===== src/rtl/dual_timer_pkg.sv =====
package dual_timer_pkg;
  localparam int unsigned SEL_W = 4;

  localparam logic [SEL_W-1:0] OFS_T1_CNT_LO   = 4'd4;
  localparam logic [SEL_W-1:0] OFS_T1_CNT_HI   = 4'd5;
  localparam logic [SEL_W-1:0] OFS_T1_LATCH_LO = 4'd6;
  localparam logic [SEL_W-1:0] OFS_T1_LATCH_HI = 4'd7;
  localparam logic [SEL_W-1:0] OFS_T2_LO       = 4'd8;
  localparam logic [SEL_W-1:0] OFS_T2_HI       = 4'd9;

  localparam logic [1:0] MODE_CONTINUOUS = 2'b01;

  typedef struct packed {
    logic t1LatchLoWr;
    logic t1LatchHiWr;
    logic t1Load;
    logic t2LatchWr;
    logic t2Load;
  } timer_strobe_t;
endpackage


===== src/rtl/dual_timer_ctrl.sv =====
module dual_timer_ctrl
  import dual_timer_pkg::*;
#(
  parameter int unsigned BYTE_W = 8,
  localparam int unsigned CNT_W = 2 * BYTE_W
) (
  input  logic                clk,
  input  logic                rstN,
  input  logic [7:0]          auxCtrl,
  input  logic [SEL_W-1:0]    regSel,
  input  logic                wrEn,
  input  logic                rdEn,
  input  logic [CNT_W-1:0]    t1Count,
  input  logic [CNT_W-1:0]    t1Latch,
  input  logic [CNT_W-1:0]    t2Count,
  output timer_strobe_t       strobe,
  output logic                contMode,
  output logic [BYTE_W-1:0]   rdData,
  output logic                t1ClrPulse,
  output logic                t2ClrPulse
);
  logic t1ClrReq;
  logic t2ClrReq;

  always_comb begin
    strobe             = '0;
    strobe.t1LatchLoWr = wrEn && (regSel == OFS_T1_CNT_LO || regSel == OFS_T1_LATCH_LO);
    strobe.t1LatchHiWr = wrEn && (regSel == OFS_T1_CNT_HI || regSel == OFS_T1_LATCH_HI);
    strobe.t1Load      = wrEn && (regSel == OFS_T1_CNT_HI);
    strobe.t2LatchWr   = wrEn && (regSel == OFS_T2_LO);
    strobe.t2Load      = wrEn && (regSel == OFS_T2_HI);
  end

  assign contMode = (auxCtrl[7:6] == MODE_CONTINUOUS);

  assign t1ClrReq = (wrEn && (regSel == OFS_T1_CNT_HI || regSel == OFS_T1_LATCH_HI))
                 || (rdEn && regSel == OFS_T1_CNT_LO);
  assign t2ClrReq = rdEn && (regSel == OFS_T2_LO);

  always_ff @(posedge clk) begin
    if (!rstN) begin
      t1ClrPulse <= 1'b0;
      t2ClrPulse <= 1'b0;
    end else begin
      t1ClrPulse <= t1ClrReq;
      t2ClrPulse <= t2ClrReq;
    end
  end

  always_comb begin
    case (regSel)
      OFS_T1_CNT_LO:   rdData = t1Count[BYTE_W-1:0];
      OFS_T1_CNT_HI:   rdData = t1Count[CNT_W-1:BYTE_W];
      OFS_T1_LATCH_LO: rdData = t1Latch[BYTE_W-1:0];
      OFS_T1_LATCH_HI: rdData = t1Latch[CNT_W-1:BYTE_W];
      OFS_T2_LO:       rdData = t2Count[BYTE_W-1:0];
      OFS_T2_HI:       rdData = t2Count[CNT_W-1:BYTE_W];
      default:         rdData = '0;
    endcase
  end

  // high latch write always produces a clear pulse next cycle
  assert_clear_on_latch_hi_R7: assert property (@(posedge clk) disable iff (!rstN)
    (wrEn && regSel == OFS_T1_LATCH_HI) |=> t1ClrPulse);

  // one decoded write action at most per cycle among loads and low-latch writes
  assert_single_write_R13: assert property (@(posedge clk) disable iff (!rstN)
    $onehot0({strobe.t1LatchLoWr, strobe.t1Load, strobe.t2LatchWr, strobe.t2Load}));

  // timer-2 clear pulse only follows a low-byte read
  assert_t2_clear_cause_R10: assert property (@(posedge clk) disable iff (!rstN)
    t2ClrPulse |-> $past(rdEn && regSel == OFS_T2_LO));
endmodule


===== src/rtl/dual_timer_datapath.sv =====
module dual_timer_datapath
  import dual_timer_pkg::*;
#(
  parameter int unsigned BYTE_W = 8,
  localparam int unsigned CNT_W = 2 * BYTE_W
) (
  input  logic                clk,
  input  logic                rstN,
  input  logic                tickEn,
  input  logic                contMode,
  input  timer_strobe_t       strobe,
  input  logic [BYTE_W-1:0]   wrByte,
  output logic [CNT_W-1:0]    t1Count,
  output logic [CNT_W-1:0]    t1Latch,
  output logic [CNT_W-1:0]    t2Count,
  output logic                t1Event,
  output logic                t2Event
);
  localparam logic [CNT_W-1:0] ALL_ONES = '1;
  localparam logic [CNT_W-1:0] ONE      = CNT_W'(1);

  logic              t1Wrap;
  logic [CNT_W-1:0]  t1Next;
  logic [CNT_W-1:0]  t1LoadVal;
  logic [BYTE_W-1:0] t2LatchLo;
  logic              t2Armed;

  // timer 1 latch, byte-wise
  always_ff @(posedge clk) begin
    if (!rstN) begin
      t1Latch <= ALL_ONES;
    end else begin
      if (strobe.t1LatchLoWr) t1Latch[BYTE_W-1:0]     <= wrByte;
      if (strobe.t1LatchHiWr) t1Latch[CNT_W-1:BYTE_W] <= wrByte;
    end
  end

  assign t1LoadVal = {wrByte, t1Latch[BYTE_W-1:0]};

  always_comb begin
    if (t1Wrap)               t1Next = t1Latch;
    else if (t1Count == '0)   t1Next = ALL_ONES;
    else                      t1Next = t1Count - ONE;
  end

  always_ff @(posedge clk) begin
    if (!rstN) begin
      t1Count <= ALL_ONES;
      t1Wrap  <= 1'b0;
      t1Event <= 1'b0;
    end else begin
      t1Event <= 1'b0;
      if (strobe.t1Load) begin
        t1Count <= t1LoadVal;
        t1Wrap  <= 1'b0;
      end else if (tickEn) begin
        t1Count <= t1Next;
        t1Wrap  <= !t1Wrap && (t1Count == '0);
        t1Event <= contMode && (t1Next == '0);
      end
    end
  end

  // timer 2: one-shot with low-byte latch
  always_ff @(posedge clk) begin
    if (!rstN) begin
      t2LatchLo <= '0;
    end else if (strobe.t2LatchWr) begin
      t2LatchLo <= wrByte;
    end
  end

  always_ff @(posedge clk) begin
    if (!rstN) begin
      t2Count <= ALL_ONES;
      t2Armed <= 1'b0;
      t2Event <= 1'b0;
    end else begin
      t2Event <= 1'b0;
      if (strobe.t2Load) begin
        t2Count <= {wrByte, t2LatchLo};
        t2Armed <= 1'b1;
      end else if (tickEn) begin
        t2Count <= t2Count - ONE;
        if (t2Armed && t2Count == ONE) begin
          t2Event <= 1'b1;
          t2Armed <= 1'b0;
        end
      end
    end
  end

  // zero steps to all ones
  assert_zero_to_ones_R3: assert property (@(posedge clk) disable iff (!rstN)
    (tickEn && !strobe.t1Load && !t1Wrap && t1Count == '0) |=> (t1Count == ALL_ONES));

  // wrap state reloads from latch
  assert_wrap_reload_R3: assert property (@(posedge clk) disable iff (!rstN)
    (tickEn && !strobe.t1Load && t1Wrap) |=> (t1Count == $past(t1Latch)));

  // no tick and no load keeps both counters
  assert_hold_t1_R2: assert property (@(posedge clk) disable iff (!rstN)
    (!tickEn && !strobe.t1Load) |=> $stable(t1Count));
  assert_hold_t2_R2: assert property (@(posedge clk) disable iff (!rstN)
    (!tickEn && !strobe.t2Load) |=> $stable(t2Count));

  // event coincides with zero count in continuous mode
  assert_event_mode_R4: assert property (@(posedge clk) disable iff (!rstN)
    t1Event |-> (t1Count == '0 && $past(contMode) && $past(tickEn)));

  // load wins over a tick
  assert_load_wins_R12: assert property (@(posedge clk) disable iff (!rstN)
    (strobe.t1Load && tickEn) |=> (t1Count == {$past(wrByte), $past(t1Latch[BYTE_W-1:0])}));

  // one-shot event never repeats on the next cycle
  assert_t2_oneshot_R11: assert property (@(posedge clk) disable iff (!rstN)
    t2Event |=> !t2Event);
endmodule


===== src/rtl/dual_countdown_timer.sv =====
module dual_countdown_timer
  import dual_timer_pkg::*;
#(
  parameter int unsigned BYTE_W = 8
) (
  input  logic              clk,
  input  logic              rstN,
  input  logic              tickEn,
  input  logic [7:0]        auxCtrl,
  input  logic [3:0]        regSel,
  input  logic              wrEn,
  input  logic [BYTE_W-1:0] wrData,
  input  logic              rdEn,
  output logic [BYTE_W-1:0] rdData,
  output logic              t1FlagSet,
  output logic              t1FlagClr,
  output logic              t2FlagSet,
  output logic              t2FlagClr
);
  localparam int unsigned CNT_W = 2 * BYTE_W;

  timer_strobe_t    strobe;
  logic             contMode;
  logic [CNT_W-1:0] t1Count;
  logic [CNT_W-1:0] t1Latch;
  logic [CNT_W-1:0] t2Count;

  dual_timer_ctrl #(.BYTE_W(BYTE_W)) u_ctrl (
    .clk        (clk),
    .rstN       (rstN),
    .auxCtrl    (auxCtrl),
    .regSel     (regSel),
    .wrEn       (wrEn),
    .rdEn       (rdEn),
    .t1Count    (t1Count),
    .t1Latch    (t1Latch),
    .t2Count    (t2Count),
    .strobe     (strobe),
    .contMode   (contMode),
    .rdData     (rdData),
    .t1ClrPulse (t1FlagClr),
    .t2ClrPulse (t2FlagClr)
  );

  dual_timer_datapath #(.BYTE_W(BYTE_W)) u_datapath (
    .clk      (clk),
    .rstN     (rstN),
    .tickEn   (tickEn),
    .contMode (contMode),
    .strobe   (strobe),
    .wrByte   (wrData),
    .t1Count  (t1Count),
    .t1Latch  (t1Latch),
    .t2Count  (t2Count),
    .t1Event  (t1FlagSet),
    .t2Event  (t2FlagSet)
  );
endmodule


===== config.mk =====
export PLATFORM = sky130hd
export DESIGN_NAME = dual_countdown_timer
export DESIGN_NICKNAME = d
export VERILOG_FILES = /design/src/rtl/dual_timer_pkg.sv /design/src/rtl/dual_timer_ctrl.sv /design/src/rtl/dual_timer_datapath.sv /design/src/rtl/dual_countdown_timer.sv
export SDC_FILE = /design/constraint.sdc
export NUM_CORES = 1
export LEC_CHECK = 0
export CORE_MARGIN = 2
export CORE_UTILIZATION = 39
export DETAILED_ROUTE_END_ITERATION = 6
export DONT_BUFFER_PORTS = 1
export PLACE_DENSITY_LB_ADDON = 0.25
export SLEW_MARGIN = 20
export SYNTH_ARGS = -nofsm -noshare
export SYNTH_HDL_FRONTEND = slang
export SYNTH_SLANG_ARGS = --single-unit

===== constraint.sdc =====
create_clock -name clk -period 2.2 [get_ports clk]
set_clock_uncertainty 0.05 [all_clocks]
set_input_delay 0.22 -clock clk [delete_from_list [all_inputs] [get_ports clk]]
set_output_delay 0.22 -clock clk [all_outputs]
set_load 0.05 [all_outputs]

==> results.toml <==
[yosys]
synth_fp_nets = 505
synthArstFlopShare = 0
ys_ff_latch = 62
netlist.area_leader.share = 0.3428
synth_cell_type_count = 53
ys_seq_area_frac = 0.3428
syn_avg_cell_area_um2 = 7.607
synthTopCellsByArea = "dfxtp_1, nand2_1, nor2_1"
syn-cell-area_um2 = 3621
synthCells = 476
yosys_warnings = 0
yosysTopAreaCell = "dfxtp_1"
synth_edf_count = 0
ys_dominant_reg_cell = "dfxtp_1"

[placement]
port_buffers = 0
gp_congestion = 0.8880
dpl_worst_slack_ns = 0.09794
placed_cell_area_um2 = 4033
hpwlAfterDp_um = 7717

[setup_path]
start_kind = "register"
worstSetupPathType = "reg -> reg"
crit_buf_inv = 0
slowest_stage = "or4_1"
crit_chain = "or4_1, or3_1, nor4_1, xor2_1, nor2_1, o21ai_0"
slowest_delay_ns = 0.54
critPathTopFamily = "simple AND/OR/NAND/NOR gates"
required_ns = 2.42
crit_path_max_fanout = 5
reg2reg_slack_ns = 0.10
r2r_cells = 6
cp-end-kind = "register"
reg2reg_from = "u_datapath.t2Count[2]"
critPathArrivalTime_ns = 2.31
r2r_end = "u_datapath.t2Count[12]"

[floorplan]
dieArea_um2 = 10070
top_level_ports = 37
floorplan.initialDensity = 0.3975
rows = 35
core_area_um2 = 9109
die_height_um = 100.4
die_x_um = 100.4

[detailed_routing]
viasPerCell = 5.924
drt-pass1-iter-count = 5
wl_per_cell_um = 18.25
drt_iter0_markers = 241
antenna_left = 0
num_vias = 3679
drc = 0
drt-total-wl_um = 11330

[clocking]
cts_buffer_depth = 2
cts.sinks = 62
cts_made_buffers = 9
htreeDepth = 3
insertion_delay_ns = 0.34
cts_root_buffer = "clkbuf_8"
clk_pin_slew_ns = 0.07
cts_tree = "done"

[grt]
use_met3 = 0.03552
gr-max-usage-layer = "met2"
grt_pass1_vias = 3405
antenna_found_initial = 0
grt.total_usage = 0.2356
grt.overflow.total = 0
use_met1 = 0.3273
grtUsageMet2 = 0.3624
grt_max_degree = 60
grt_pass1_wl_um = 18350

[final_layout]
fin_nets = 535
design_area_um2 = 4364
n_fill_cell = 918
mostFrequentLayoutCells = "nand2_1, dfxtp_1, nor2_1"
areaGrowthSynthToFinish_pct = 20.53
antennaDiodeCount = 0
layout_commonest_cell = "nand2_1"
drive_above_1_share = 0.1392

[timing]
period_share = 0.9530
fin_crit_ns = 2.096
setup_tns_ns = 0
slew_violations = 0
hold_violations = 0
fin_ws_ns = 0.1035
worst_pin_slew_ns = 0.6225
final-setup-viol-count = 0
worst_hold_slack_ns = 0.003376
max_slew_margin = 0.5840
rsz0062_at_grt = "no"
fmaxAchievable_ghz = 0.4770

[run]
drv_cap = 0

[power]
totalPowerFinal_mw = 2.592
leakage_nw = 1.702
vdd_drop_max_mv = 0.5198
power_density_nw_per_um2 = 593.9

[worst_hold_path]
hp-class = "in -> reg"
min-delay-start = "wrEn"
hold_path_depth = 2
hold_path_end = "u_datapath.t2LatchLo[6]"

[run_status]
status = "complete, no violations"
[layout make-up]
cell class                      instances  area (um2)  area share
Clock inverter                          4       47.55     0.01089
Sequential cell                        62        1241      0.2844
Clock buffer                           11       141.4     0.03240
Tap cell                              111       138.9     0.03182
Multi-Input combinational cell        368        2226      0.5100
Timing Repair Buffer                   50       513.0      0.1175
Inverter                               15       56.30     0.01290
[what timing repair did]
item / 4_1_cts / 5_1_grt
setup buffers: 0 / 0
hold buffers: 11 / 0
hold endpoints to repair: 59 / 0
gates resized for setup: 0 / 6
endpoints found under the setup margin: 0 / 5
[Yosys cell counts, drive strengths merged, types with 2 or more instances]
cell,instances
nor2,51
o21ai,30
a221o,8
nor3,8
dfxtp,62
clkbuf,27
nand2b,6
ha,4
or2,3
nand3b,3
o21a,5
and3,2
a21oi,14
o211ai,9
inv,15
a31o,2
xnor2,13
nor2b,2
a2bb2oi,3
or3,5
o31a,3
a31oi,4
nand4b,2
nand2,71
mux2i,16
nor4,13
xor2,12
nand4,5
a21boi,9
buf,4
o22ai,15
nand3,35
[routing by layer]
metal / part of all wire / vias to the layer above / wire (um)
met5: 0 / - / 0
met4: 0.032 / 0 / 360
met3: 0.060 / 28 / 680
met2: 0.46 / 135 / 5164
met1: 0.45 / 1754 / 5129
li1: - / 1762 / -
[sequential cells by signal, summed over array words and instances, names as in the netlist]
register and flops:
u_datapath.t2LatchLo 8, u_datapath.t2Armed 1, u_datapath.t1Latch 16, u_datapath.t2Event 1, u_datapath.t1Wrap 1, u_ctrl.t2ClrPulse 1
u_datapath.t1Count 16, u_ctrl.t1ClrPulse 1, u_datapath.t1Event 1, u_datapath.t2Count 16
[how the worst max path moves through the flow]
stage	end	cells past startpoint	from
floorplan	rdData[1]	5	regSel[1]
global placement	u_datapath.t1Event	7	u_datapath.t1Count[2]
detailed placement	u_datapath.t1Event	7	u_datapath.t1Count[2]
CTS	u_datapath.t1Event	7	u_datapath.t1Count[2]
global route	u_datapath.t2Count[12]	6	u_datapath.t2Count[4]
finish	u_datapath.t2Count[12]	6	u_datapath.t2Count[2]
[report_power, final]
part           switching, mW  internal (mW)
Sequential            0.0368           1.16
Combinational          0.217          0.178
Clock                  0.460          0.545
Total                  0.714           1.88
[through the flow]
stage / utilization / std cells
finish: 0.4791 / 621
CTS: 0.4766 / 621
detailed placement: 0.4427 / 595
global route: 0.4791 / 621
global placement: 0.4427 / 595
floorplan: - / 476
[worst register-to-register path, stage by stage (launching register included)]
cell	delay [ns]
dfxtp_1	0.31
or4_1	0.54
or3_1	0.48
nor4_1	0.27
xor2_1	0.18
nor2_1	0.05
o21ai_0	0.16
[kinds of logic (layout without fill, tap and decap cells)]
| group | count (synthesis) | after routing | share of synthesized area |
|---|---|---|---|
| and+or+nand+nor | 213 | 213 | 0.2871 |
| AOI/OAI and AO/OA | 110 | 110 | 0.2015 |
| DFF | 62 | 62 | 0.3428 |
| buffers and inverters | 46 | 80 | 0.05010 |
| xor gates and xnor gates | 25 | 25 | 0.06047 |
| muxes | 16 | 16 | 0.04423 |
| adders and majority gates | 4 | 4 | 0.01382 |
Note: power is estimated with default switching activity, not from simulation.
